==> src/rtl/dbgeng_pkg.sv <==
package dbgeng_pkg;

  localparam logic [3:0] OP_NOP   = 4'd0;
  localparam logic [3:0] OP_RREG  = 4'd1;
  localparam logic [3:0] OP_WREG  = 4'd2;
  localparam logic [3:0] OP_RSYS  = 4'd3;
  localparam logic [3:0] OP_WSYS  = 4'd4;
  localparam logic [3:0] OP_READ  = 4'd5;
  localparam logic [3:0] OP_WRITE = 4'd6;
  localparam logic [3:0] OP_DUMP  = 4'd7;
  localparam logic [3:0] OP_FILL  = 4'd8;
  localparam logic [3:0] OP_PRST  = 4'd9;

  typedef enum logic [1:0] {SRC_NONE, SRC_REG, SRC_SYS, SRC_MEM} rsp_src_e;

  // strobes from control to datapath
  typedef struct packed {
    logic     regWr;
    logic     sysWr;
    logic     startRd;
    logic     startWr;
    logic     nextRd;
    logic     nextWr;
    logic     rspLoad;
    logic     rspIll;
    rsp_src_e rspSrc;
  } strb_t;

  function automatic logic [2:0] sizeBytes(input logic [1:0] s);
    case (s)
      2'd0:    sizeBytes = 3'd1;
      2'd1:    sizeBytes = 3'd2;
      default: sizeBytes = 3'd4;
    endcase
  endfunction

endpackage

==> src/rtl/dbgeng_dp.sv <==
module dbgeng_dp
  import dbgeng_pkg::*;
#(
  parameter int DW   = 32,
  parameter int AW   = 32,
  parameter int NREG = 16,
  parameter int SPW  = 3,
  localparam int RIW = $clog2(NREG)
) (
  input  logic            clk,
  input  logic            rst_n,
  input  strb_t           strb,
  input  logic [RIW-1:0]  cmdSel,
  input  logic [AW-1:0]   cmdAddr,
  input  logic [DW-1:0]   cmdData,
  input  logic [DW-1:0]   memRdata,
  output logic [AW-1:0]   memAddr,
  output logic [1:0]      memSize,
  output logic [SPW-1:0]  memSpace,
  output logic [DW-1:0]   memWdata,
  output logic            rspValid,
  output logic            rspIll,
  output logic [DW-1:0]   rspData
);

  function automatic logic [DW-1:0] sizeMask(input logic [DW-1:0] v, input logic [1:0] s);
    case (s)
      2'd0:    sizeMask = {{(DW-8){1'b0}}, v[7:0]};
      2'd1:    sizeMask = {{(DW-16){1'b0}}, v[15:0]};
      default: sizeMask = v;
    endcase
  endfunction

  logic [DW-1:0]  regView [NREG];
  logic [SPW-1:0] srcSp, dstSp;
  logic [AW-1:0]  accAddr, nextAddr;
  logic [1:0]     accSize;
  logic [SPW-1:0] accSpace;
  logic [DW-1:0]  accWdata;
  logic [DW-1:0]  sysRd, rspNext;

  for (genvar i = 0; i < NREG; i++) begin : gen_reg
    logic [DW-1:0] q;
    always_ff @(posedge clk or negedge rst_n) begin
      if (!rst_n) q <= '0;
      else if (strb.regWr && cmdSel == RIW'(i)) q <= cmdData;
    end
    assign regView[i] = q;
  end

  always_ff @(posedge clk or negedge rst_n) begin
    if (!rst_n) begin
      srcSp <= '0;
      dstSp <= '0;
    end else if (strb.sysWr) begin
      if (cmdSel == RIW'(0)) srcSp <= cmdData[SPW-1:0];
      if (cmdSel == RIW'(1)) dstSp <= cmdData[SPW-1:0];
    end
  end

  assign nextAddr = accAddr + AW'(sizeBytes(accSize));

  always_ff @(posedge clk or negedge rst_n) begin
    if (!rst_n) begin
      accAddr  <= '0;
      accSize  <= '0;
      accSpace <= '0;
      accWdata <= '0;
    end else if (strb.startRd || strb.startWr) begin
      accAddr  <= cmdAddr;
      accSize  <= cmdSel[1:0];
      accSpace <= strb.startWr ? dstSp : srcSp;
      accWdata <= sizeMask(cmdData, cmdSel[1:0]);
    end else if (strb.nextRd || strb.nextWr) begin
      accAddr  <= nextAddr;
      accSpace <= strb.nextWr ? dstSp : srcSp;
      accWdata <= sizeMask(cmdData, accSize);
    end
  end

  always_comb begin
    sysRd = '0;
    if (cmdSel == RIW'(0)) sysRd = {{(DW-SPW){1'b0}}, srcSp};
    if (cmdSel == RIW'(1)) sysRd = {{(DW-SPW){1'b0}}, dstSp};
    case (strb.rspSrc)
      SRC_REG: rspNext = regView[cmdSel];
      SRC_SYS: rspNext = sysRd;
      SRC_MEM: rspNext = sizeMask(memRdata, accSize);
      default: rspNext = '0;
    endcase
    if (strb.rspIll) rspNext = '0;
  end

  always_ff @(posedge clk or negedge rst_n) begin
    if (!rst_n) begin
      rspValid <= 1'b0;
      rspIll   <= 1'b0;
      rspData  <= '0;
    end else begin
      rspValid <= strb.rspLoad;
      if (strb.rspLoad) begin
        rspIll  <= strb.rspIll;
        rspData <= rspNext;
      end
    end
  end

  assign memAddr  = accAddr;
  assign memSize  = accSize;
  assign memSpace = accSpace;
  assign memWdata = accWdata;

endmodule

==> src/rtl/dbgeng_ctrl.sv <==
module dbgeng_ctrl
  import dbgeng_pkg::*;
#(
  parameter int RST_CYCLES = 512,
  localparam int CW = $clog2(RST_CYCLES + 1)
) (
  input  logic       clk,
  input  logic       rst_n,
  input  logic       cmdValid,
  input  logic [3:0] cmdOp,
  input  logic [1:0] cmdSize,
  input  logic       memAck,
  output logic       cmdReady,
  output logic       memReq,
  output logic       memWe,
  output logic       rstOut,
  output strb_t      strb
);

  typedef enum logic {S_IDLE, S_BUS} state_e;
  typedef enum logic [1:0] {CH_NONE, CH_RD, CH_WR} chain_e;

  state_e        state;
  chain_e        chain, nxtChain;
  logic          goBus, goWe, loadRst, accept;
  logic [CW-1:0] rstCnt;

  assign accept   = cmdValid && (state == S_IDLE);
  assign cmdReady = (state == S_IDLE);
  assign memReq   = (state == S_BUS);
  assign rstOut   = (rstCnt != '0);

  always_comb begin
    strb     = '0;
    goBus    = 1'b0;
    goWe     = 1'b0;
    loadRst  = 1'b0;
    nxtChain = chain;
    if (accept) begin
      case (cmdOp)
        OP_NOP: ;
        OP_RREG: begin strb.rspLoad = 1'b1; strb.rspSrc = SRC_REG; end
        OP_WREG: begin strb.regWr = 1'b1; strb.rspLoad = 1'b1; end
        OP_RSYS: begin strb.rspLoad = 1'b1; strb.rspSrc = SRC_SYS; end
        OP_WSYS: begin strb.sysWr = 1'b1; strb.rspLoad = 1'b1; end
        OP_READ, OP_WRITE: begin
          if (cmdSize == 2'd3) begin
            strb.rspLoad = 1'b1;
            strb.rspIll  = 1'b1;
          end else begin
            goBus        = 1'b1;
            goWe         = (cmdOp == OP_WRITE);
            strb.startRd = !goWe;
            strb.startWr = goWe;
            nxtChain     = goWe ? CH_WR : CH_RD;
          end
        end
        OP_DUMP: begin
          if (chain == CH_RD) begin
            goBus       = 1'b1;
            strb.nextRd = 1'b1;
          end else begin
            strb.rspLoad = 1'b1;
            strb.rspIll  = 1'b1;
          end
        end
        OP_FILL: begin
          if (chain == CH_WR) begin
            goBus       = 1'b1;
            goWe        = 1'b1;
            strb.nextWr = 1'b1;
          end else begin
            strb.rspLoad = 1'b1;
            strb.rspIll  = 1'b1;
          end
        end
        OP_PRST: begin loadRst = 1'b1; strb.rspLoad = 1'b1; end
        default: begin strb.rspLoad = 1'b1; strb.rspIll = 1'b1; end
      endcase
    end else if (state == S_BUS && memAck) begin
      strb.rspLoad = 1'b1;
      strb.rspSrc  = memWe ? SRC_NONE : SRC_MEM;
    end
  end

  always_ff @(posedge clk or negedge rst_n) begin
    if (!rst_n) begin
      state  <= S_IDLE;
      chain  <= CH_NONE;
      memWe  <= 1'b0;
      rstCnt <= '0;
    end else begin
      chain <= nxtChain;
      if (loadRst)          rstCnt <= CW'(RST_CYCLES);
      else if (rstCnt != 0) rstCnt <= rstCnt - 1'b1;
      if (goBus) begin
        state <= S_BUS;
        memWe <= goWe;
      end else if (state == S_BUS && memAck) begin
        state <= S_IDLE;
      end
    end
  end

  // independent length counter for the reset pulse
  logic [CW:0] rstLen;
  always_ff @(posedge clk or negedge rst_n) begin
    if (!rst_n)      rstLen <= '0;
    else if (loadRst) rstLen <= '0;
    else if (rstOut)  rstLen <= rstLen + 1'b1;
  end

  a_r8_pulse_len: assert property (@(posedge clk) disable iff (!rst_n)
    $fell(rstOut) |-> rstLen == (CW+1)'(RST_CYCLES));

  a_r8_pulse_bound: assert property (@(posedge clk) disable iff (!rst_n)
    rstOut |-> rstLen < (CW+1)'(RST_CYCLES));

  a_r10_req_held: assert property (@(posedge clk) disable iff (!rst_n)
    memReq && !memAck |=> memReq);

  a_r7_no_bus: assert property (@(posedge clk) disable iff (!rst_n)
    accept && ((cmdOp == OP_DUMP && chain != CH_RD) ||
               (cmdOp == OP_FILL && chain != CH_WR)) |=> !memReq);

endmodule

==> src/rtl/dbgeng_top.sv <==
module dbgeng_top
  import dbgeng_pkg::*;
#(
  parameter int DW         = 32,
  parameter int AW         = 32,
  parameter int NREG       = 16,
  parameter int SPW        = 3,
  parameter int RST_CYCLES = 512,
  localparam int RIW       = $clog2(NREG)
) (
  input  logic           clk,
  input  logic           rst_n,
  input  logic           cmdValid,
  output logic           cmdReady,
  input  logic [3:0]     cmdOp,
  input  logic [RIW-1:0] cmdSel,
  input  logic [AW-1:0]  cmdAddr,
  input  logic [DW-1:0]  cmdData,
  output logic           rspValid,
  output logic           rspIll,
  output logic [DW-1:0]  rspData,
  output logic           memReq,
  output logic           memWe,
  output logic [AW-1:0]  memAddr,
  output logic [1:0]     memSize,
  output logic [SPW-1:0] memSpace,
  output logic [DW-1:0]  memWdata,
  input  logic [DW-1:0]  memRdata,
  input  logic           memAck,
  output logic           rstOut
);

  strb_t strb;

  dbgeng_ctrl #(.RST_CYCLES(RST_CYCLES)) ctrl_i (
    .clk(clk), .rst_n(rst_n), .cmdValid(cmdValid), .cmdOp(cmdOp),
    .cmdSize(cmdSel[1:0]), .memAck(memAck), .cmdReady(cmdReady),
    .memReq(memReq), .memWe(memWe), .rstOut(rstOut), .strb(strb)
  );

  dbgeng_dp #(.DW(DW), .AW(AW), .NREG(NREG), .SPW(SPW)) dp_i (
    .clk(clk), .rst_n(rst_n), .strb(strb), .cmdSel(cmdSel),
    .cmdAddr(cmdAddr), .cmdData(cmdData), .memRdata(memRdata),
    .memAddr(memAddr), .memSize(memSize), .memSpace(memSpace),
    .memWdata(memWdata), .rspValid(rspValid), .rspIll(rspIll),
    .rspData(rspData)
  );

  a_r10_addr_stable: assert property (@(posedge clk) disable iff (!rst_n)
    memReq && !memAck |=> $stable(memAddr));

  a_r10_no_accept: assert property (@(posedge clk) disable iff (!rst_n)
    memReq |-> !cmdReady);

  a_r9_nop_silent: assert property (@(posedge clk) disable iff (!rst_n)
    cmdValid && cmdReady && cmdOp == OP_NOP |=> !rspValid && !memReq);

endmodule

==> config.mk <==
export PLATFORM = sky130hd
export DESIGN_NAME = dbgeng_top
export DESIGN_NICKNAME = d
export VERILOG_FILES = /design/src/rtl/dbgeng_pkg.sv /design/src/rtl/dbgeng_dp.sv /design/src/rtl/dbgeng_ctrl.sv /design/src/rtl/dbgeng_top.sv
export SDC_FILE = /design/constraint.sdc
export NUM_CORES = 1
export LEC_CHECK = 0
export CAP_MARGIN = 10
export CORE_UTILIZATION = 58
export DETAILED_ROUTE_END_ITERATION = 10
export GPL_TIMING_DRIVEN = 0
export PLACE_DENSITY = 0.79
export SYNTH_ARGS = -nofsm -noshare
export SYNTH_HDL_FRONTEND = slang
export SYNTH_SLANG_ARGS = --single-unit
==> constraint.sdc <==
create_clock -name clk -period 5.4 [get_ports clk]
set_clock_uncertainty 0.05 [all_clocks]
set_input_delay 1.08 -clock clk [delete_from_list [all_inputs] [get_ports clk]]
set_output_delay 1.08 -clock clk [all_outputs]
set_load 0.005 [all_outputs]
-- Yosys cells after proc, flatten, opt, wreduce, memory -nomap -nowiden
Index checks and enable logic that the tools add are counted.
- register bits after elaboration: 635
- output and inout bits: 107
- word-level logic and storage cells: 154
- add/subtract/negate cells: 2
- magnitude comparators: 1
- equal/unequal tests: 32
- mux-type cells: 53
- bitwise gates (word level): 3
- reduce and logical (&&, ||, !) cells: 34
- operators with widths (cell ; count):
    $mux W32 ; 7
    $pmux W32 S2 ; 3
    $bmux W32 S4 ; 1
    $pmux W32 S3 ; 1
    $eq A4 B4 Y1 const B ; 10
    $add A32 B3 Y32 ; 1
    $eq A4 B3 Y1 const B ; 8
    $mux W10 ; 2
    $logic_and A1 B1 Y1 ; 18
    $mux W2 ; 9
    $mux W3 ; 6
    $mux W1 ; 17
    $eq A4 B2 Y1 const B ; 4
    $reduce_bool A10 Y1 ; 1
    $sub A10 B1 Y10 const B ; 1
    $eq A2 B1 Y1 const B ; 4
    $eq A2 B2 Y1 const B ; 4
    $eq A4 B1 Y1 const B ; 2
    $logic_not A4 Y1 ; 2
    $pmux W1 S4 ; 2
    $mux W6 ; 1
    $pmux W3 S2 ; 1
    $reduce_bool A2 Y1 ; 3
    $reduce_or A6 Y1 ; 1
    12 further kinds ; 16

-- Logic depth before layout (Yosys ltp)
Gate-level depths: netlist of the first run.
- depth after elaboration: 8
- mapped depth: 11
- mapped depth without buffers: 8

-- By module
From an unflattened synthesis of the first run, not the netlist that was laid out.
- cells, all modules: 2033
- area total of the unflattened synthesis: 29001.6 um^2
- by module, submodules not included (module ; times used ; cells an instance ; area an instance (um^2) ; seq. area each (um^2)):
    dbgeng_dp ; 1 ; 1919 ; 28038.1 ; 15539.9
    dbgeng_ctrl ; 1 ; 114 ; 963.4 ; 350.3

-- Worst setup path after synthesis of the first run
Ideal clock, no wire load.
- kind: input port to flip-flop
- start point: in cmdSel[0]
- end point: reg dp_i.rspData[13]
- setup time: 0.118 ns
- data arrival time: 3.020 ns
- required time: 5.232 ns
- path slack: 2.212 ns
- cell stages on the path: 7
- cells stage by stage: buf_2 -> buf_2 -> buf_1 -> mux4_2 -> a22oi_1 -> o211ai_1 -> a21o_1
- cells in the longest elaborated chain, start to end: 6
- elaborated cells between the ends (all ways): 12
- ends and longest elaborated chain (what ; line ; text):
    from (decl) ; dbgeng_top.sv:16 ; input logic [RIW-1:0] cmdSel,
    $not A4 Y5 (not written as such) ; dbgeng_dp.sv:86 ; SRC_REG: rspNext = regView[cmdSel];
    $bmux W32 S4 ; dbgeng_dp.sv:86 ;
    $mux W32 (not written as such) (2 in a row) ; dbgeng_dp.sv:86 ;
    $pmux W32 S3 ; dbgeng_dp.sv:85 ; case (strb.rspSrc)
    $mux W32 ; dbgeng_dp.sv:91 ; if (strb.rspIll) rspNext = '0;
    to (signal assigned) ; dbgeng_dp.sv:103 ; rspData <= rspNext;
    to (decl) ; dbgeng_dp.sv:23 ; output logic [DW-1:0] rspData
Parallel ways exist; a longest one is shown, timed or not. The select of a mux whose other input is x is not followed.
A chain may end at the register's enable or synchronous reset.

-- Final worst setup path of the first run
- start point: in cmdSel[1]
- end point: reg dp_i.rspData[31]
The elaborated chain is that of the path after synthesis.

==> impl_metrics.toml, run 1 <==
[place]
dpl_cell_area_mm2 = 0.0320
port_buffers = 209
hpwlAfterDp_mm = 53.6
pre_cts_ws_ns = 0.354
routabilityCongestion = 0.889

[route]
drc_errors = 0
drtIter0Drc = 1730
dr_total_vias = 19100
postRouteWirelength_mm = 80.6
ant_nets = 0
dr.pass1.iters = 8
routedWlPerCell_um = 26.7
vias_per_cell = 6.32

[min_path]
worstHoldPathType = "primary input to asynchronous set/reset pin"

[worst_setup_path]
worst-r2r-cell-count = 7
endpoint = "dp_i.rspData[31]"
startpoint = "cmdSel[1]"
required_ns = 5.84
r2r_end = "dp_i.rspData[31]"
criticalPathCategory = "primary input to flip-flop"
worstPathArrival_ns = 4.88
regToRegSetupSlack_ns = 1.74
endpoint_kind = "flip-flop"
worstPathMaxFanout = 10
start_kind = "primary input"
rr_startpoint = "ctrl_i.memReq"

[clocking]
ctsResizeCount = 0
cts_tree = "done"
htreeDepth = 3
cts.path.max_buffers = 3
clk_pin_slew_ns = 0.06
cts_buffers = 67
cts_root_buf = "clkbuf_16"
hold_buffers = 0
cts_setup_buffers = 0
clk_latency_ns = 0.61
clkSinkCount = 635

[yosys]
avgSynthCellArea_um2 = 14.3
yosysSeqAreaShare_pct = 55.0
yosys_warnings = 0
synth_area_mm2 = 0.0289
synthTopCellsByArea = "dfrtp_1, mux2_2, mux4_2, nand2_1, mux2i_1"
ys_seq_elements = 635
yosys.area.top_type = "dfrtp_1"
syn-num-nets = 2137
ys_types = 65
syn_inst = 2025
ys.flop_type = "dfrtp_1"
synth.top_cell.area_share_pct = 55.0
synth_edf_count = 0
async_flop_share_pct = 100

[die]
core_mm2 = 0.0491
die_h_um = 225
initial_utilization_pct = 58.9
die_area_mm2 = 0.0507
die_x_um = 225
pin_count = 215
num_rows = 81

[final_layout]
design_area_mm2 = 0.0342
nNetsFinal = 2428
multi_input_area_mm2 = 0.0123
drive_above_1_share_pct = 34.8
final_common_cell = "dfrtp_1"
regArea_mm2 = 0.0159
mostFrequentLayoutCells = "dfrtp_1, mux2_2, clkdlybuf4s50_1"
fillers = 3382
syn2layout_area_growth_pct = 18.3

[sta]
tightest_slew_ns = 1.37
fin_setup_tns_ns = 0
slew_headroom_pct = 8.60
fin_crit_ns = 4.44
fmax_mhz = 225
hold_violations = 0
rsz0062_at_grt = "no"
fin_crit_sh_pct = 82.3
setup_viol = 0
fin_ws_ns = 0.957
drv_slew = 0

[pwr]
power_density_mw_per_mm2 = 333
ir_drop_mv = 0.301
p_leak_nw = 16.1
totalPowerFinal_mw = 11.4

[grt]
grt_max_degree = 130
overflow = 0
grt_pass1_wl_mm = 122
grt_pass1_vias = 20000
grt.total_usage_pct = 32.8
antenna_found_initial = 4

[status]
status = "completed"

[job]
cap_violations = 0
## critical path, stage by stage
cell	delay (ns)
clkdlybuf4s50_1	0.54
clkbuf_1	0.50
buf_1	0.57
clkbuf_1	1.01
mux4_2	0.42
a22oi_1	0.26
o211ai_1	0.25
a21o_1	0.24
## metal layers
layer | track usage [%] | vias up | share of wire (%)
li1 | - | 8041 | -
met1 | 44.7 | 10100 | 40
met2 | 52.0 | 785 | 48
met3 | 5.78 | 224 | 7.1
met4 | 14.4 | 4 | 4.3
met5 | 0 | - | 0.032
## kinds of logic after synthesis
| family | share of synthesized area (%) |
|---|---|
| xor gates and xnor gates | 0.637 |
| AOI/OAI and AO/OA | 4.25 |
| muxes | 31.8 |
| adders and majority gates | 0.234 |
| buffers and inverters | 2.58 |
| DFF | 55.0 |
| and+or+nand+nor | 5.48 |
## power breakdown
part	switching [mW]	internal [mW]
Sequential	0.289	5.14
Clock	1.88	2.56
Combinational	0.715	0.807
## worst min-delay path by stage
stage | start | endpoint | cells past startpoint | slack, ns
floorplan | dp_i.gen_reg[14].q[6] | dp_i.gen_reg[14].q[6] | 1 | 0.40
finish | rst_n | dp_i.memAddr[14] | 1 | 0.42
global route | dp_i.rspData[10] | dp_i.rspData[10] | 1 | 0.44
CTS | rst_n | dp_i.memAddr[18] | 1 | 0.43
detailed placement | dp_i.memWdata[6] | dp_i.memWdata[6] | 2 | 0.41
global placement | dp_i.memWdata[7] | dp_i.memWdata[7] | 2 | 0.40
## area by class of cell
class	instances	share of cell area, %
multi-input combinational	1215	35.9
inverter	11	0.121
clock inverter	14	0.388
antenna	1	0.00733
buffer	164	2.06
timing repair buffer	222	6.85
sequential	635	46.5
tap	664	2.43
clock buffer	97	5.72
## cells in the mapped netlist, types with 11 or more instances
cell type	number
a22oi_1	30
o21ai_0	44
buf_2	39
xnor2_1	17
nor2b_1	12
dfrtp_1	635
nor2_1	36
or4_1	12
mux4_2	128
a221o_1	12
nor4_1	11
a21o_1	21
inv_1	11
a31oi_1	12
clkbuf_1	87
nand2_1	160
nand3_1	14
mux2i_1	33
mux2_2	520
buf_1	30
nor3_1	14
o211ai_1	21
## sequential cells by signal (all words and copies together) (netlist names)
register	flops
dp_i.gen.q	512
dp_i.rspIll	1
dp_i.rspValid	1
dp_i.memSpace	3
dp_i.memSize	2
ctrl_i.chain	2
ctrl_i.memReq	1
dp_i.srcSp	3
ctrl_i.rstCnt	10
dp_i.memWdata	32
dp_i.rspData	32
ctrl_i.memWe	1
dp_i.dstSp	3
dp_i.memAddr	32
## metrics by stage
| step | instances | utilization, % | hold WS (ns) |
|---|---|---|---|
| floorplan | 2025 | - | 0.402 |
| global placement | 2898 | 64.8 | 0.405 |
| detailed placement | 2907 | 65.3 | 0.411 |
| CTS | 3018 | 69.5 | 0.427 |
| global route | 3023 | 69.6 | 0.443 |
| finish | 3023 | 69.6 | 0.415 |
(Power assumes the default switching activity.)
==> inputs of run 2 (changes only) <==
Clock period 5.4 ns to 4.4 ns, I/O delays scaled along.
==> results of run 2 <==
The final DEF is identical to that of run 1. Status: completed.
Among the figures that moved: setup slack after placement 0.354 ns -> -0.446 ns; setup slack after layout 0.957 ns -> 0.157 ns; hold slack 0.415 ns -> 0.215 ns; register-to-register setup slack 1.74 ns -> 0.74 ns; total power 11.4 mW -> 14.0 mW; worst IR drop on VDD 0.301 mV -> 0.369 mV
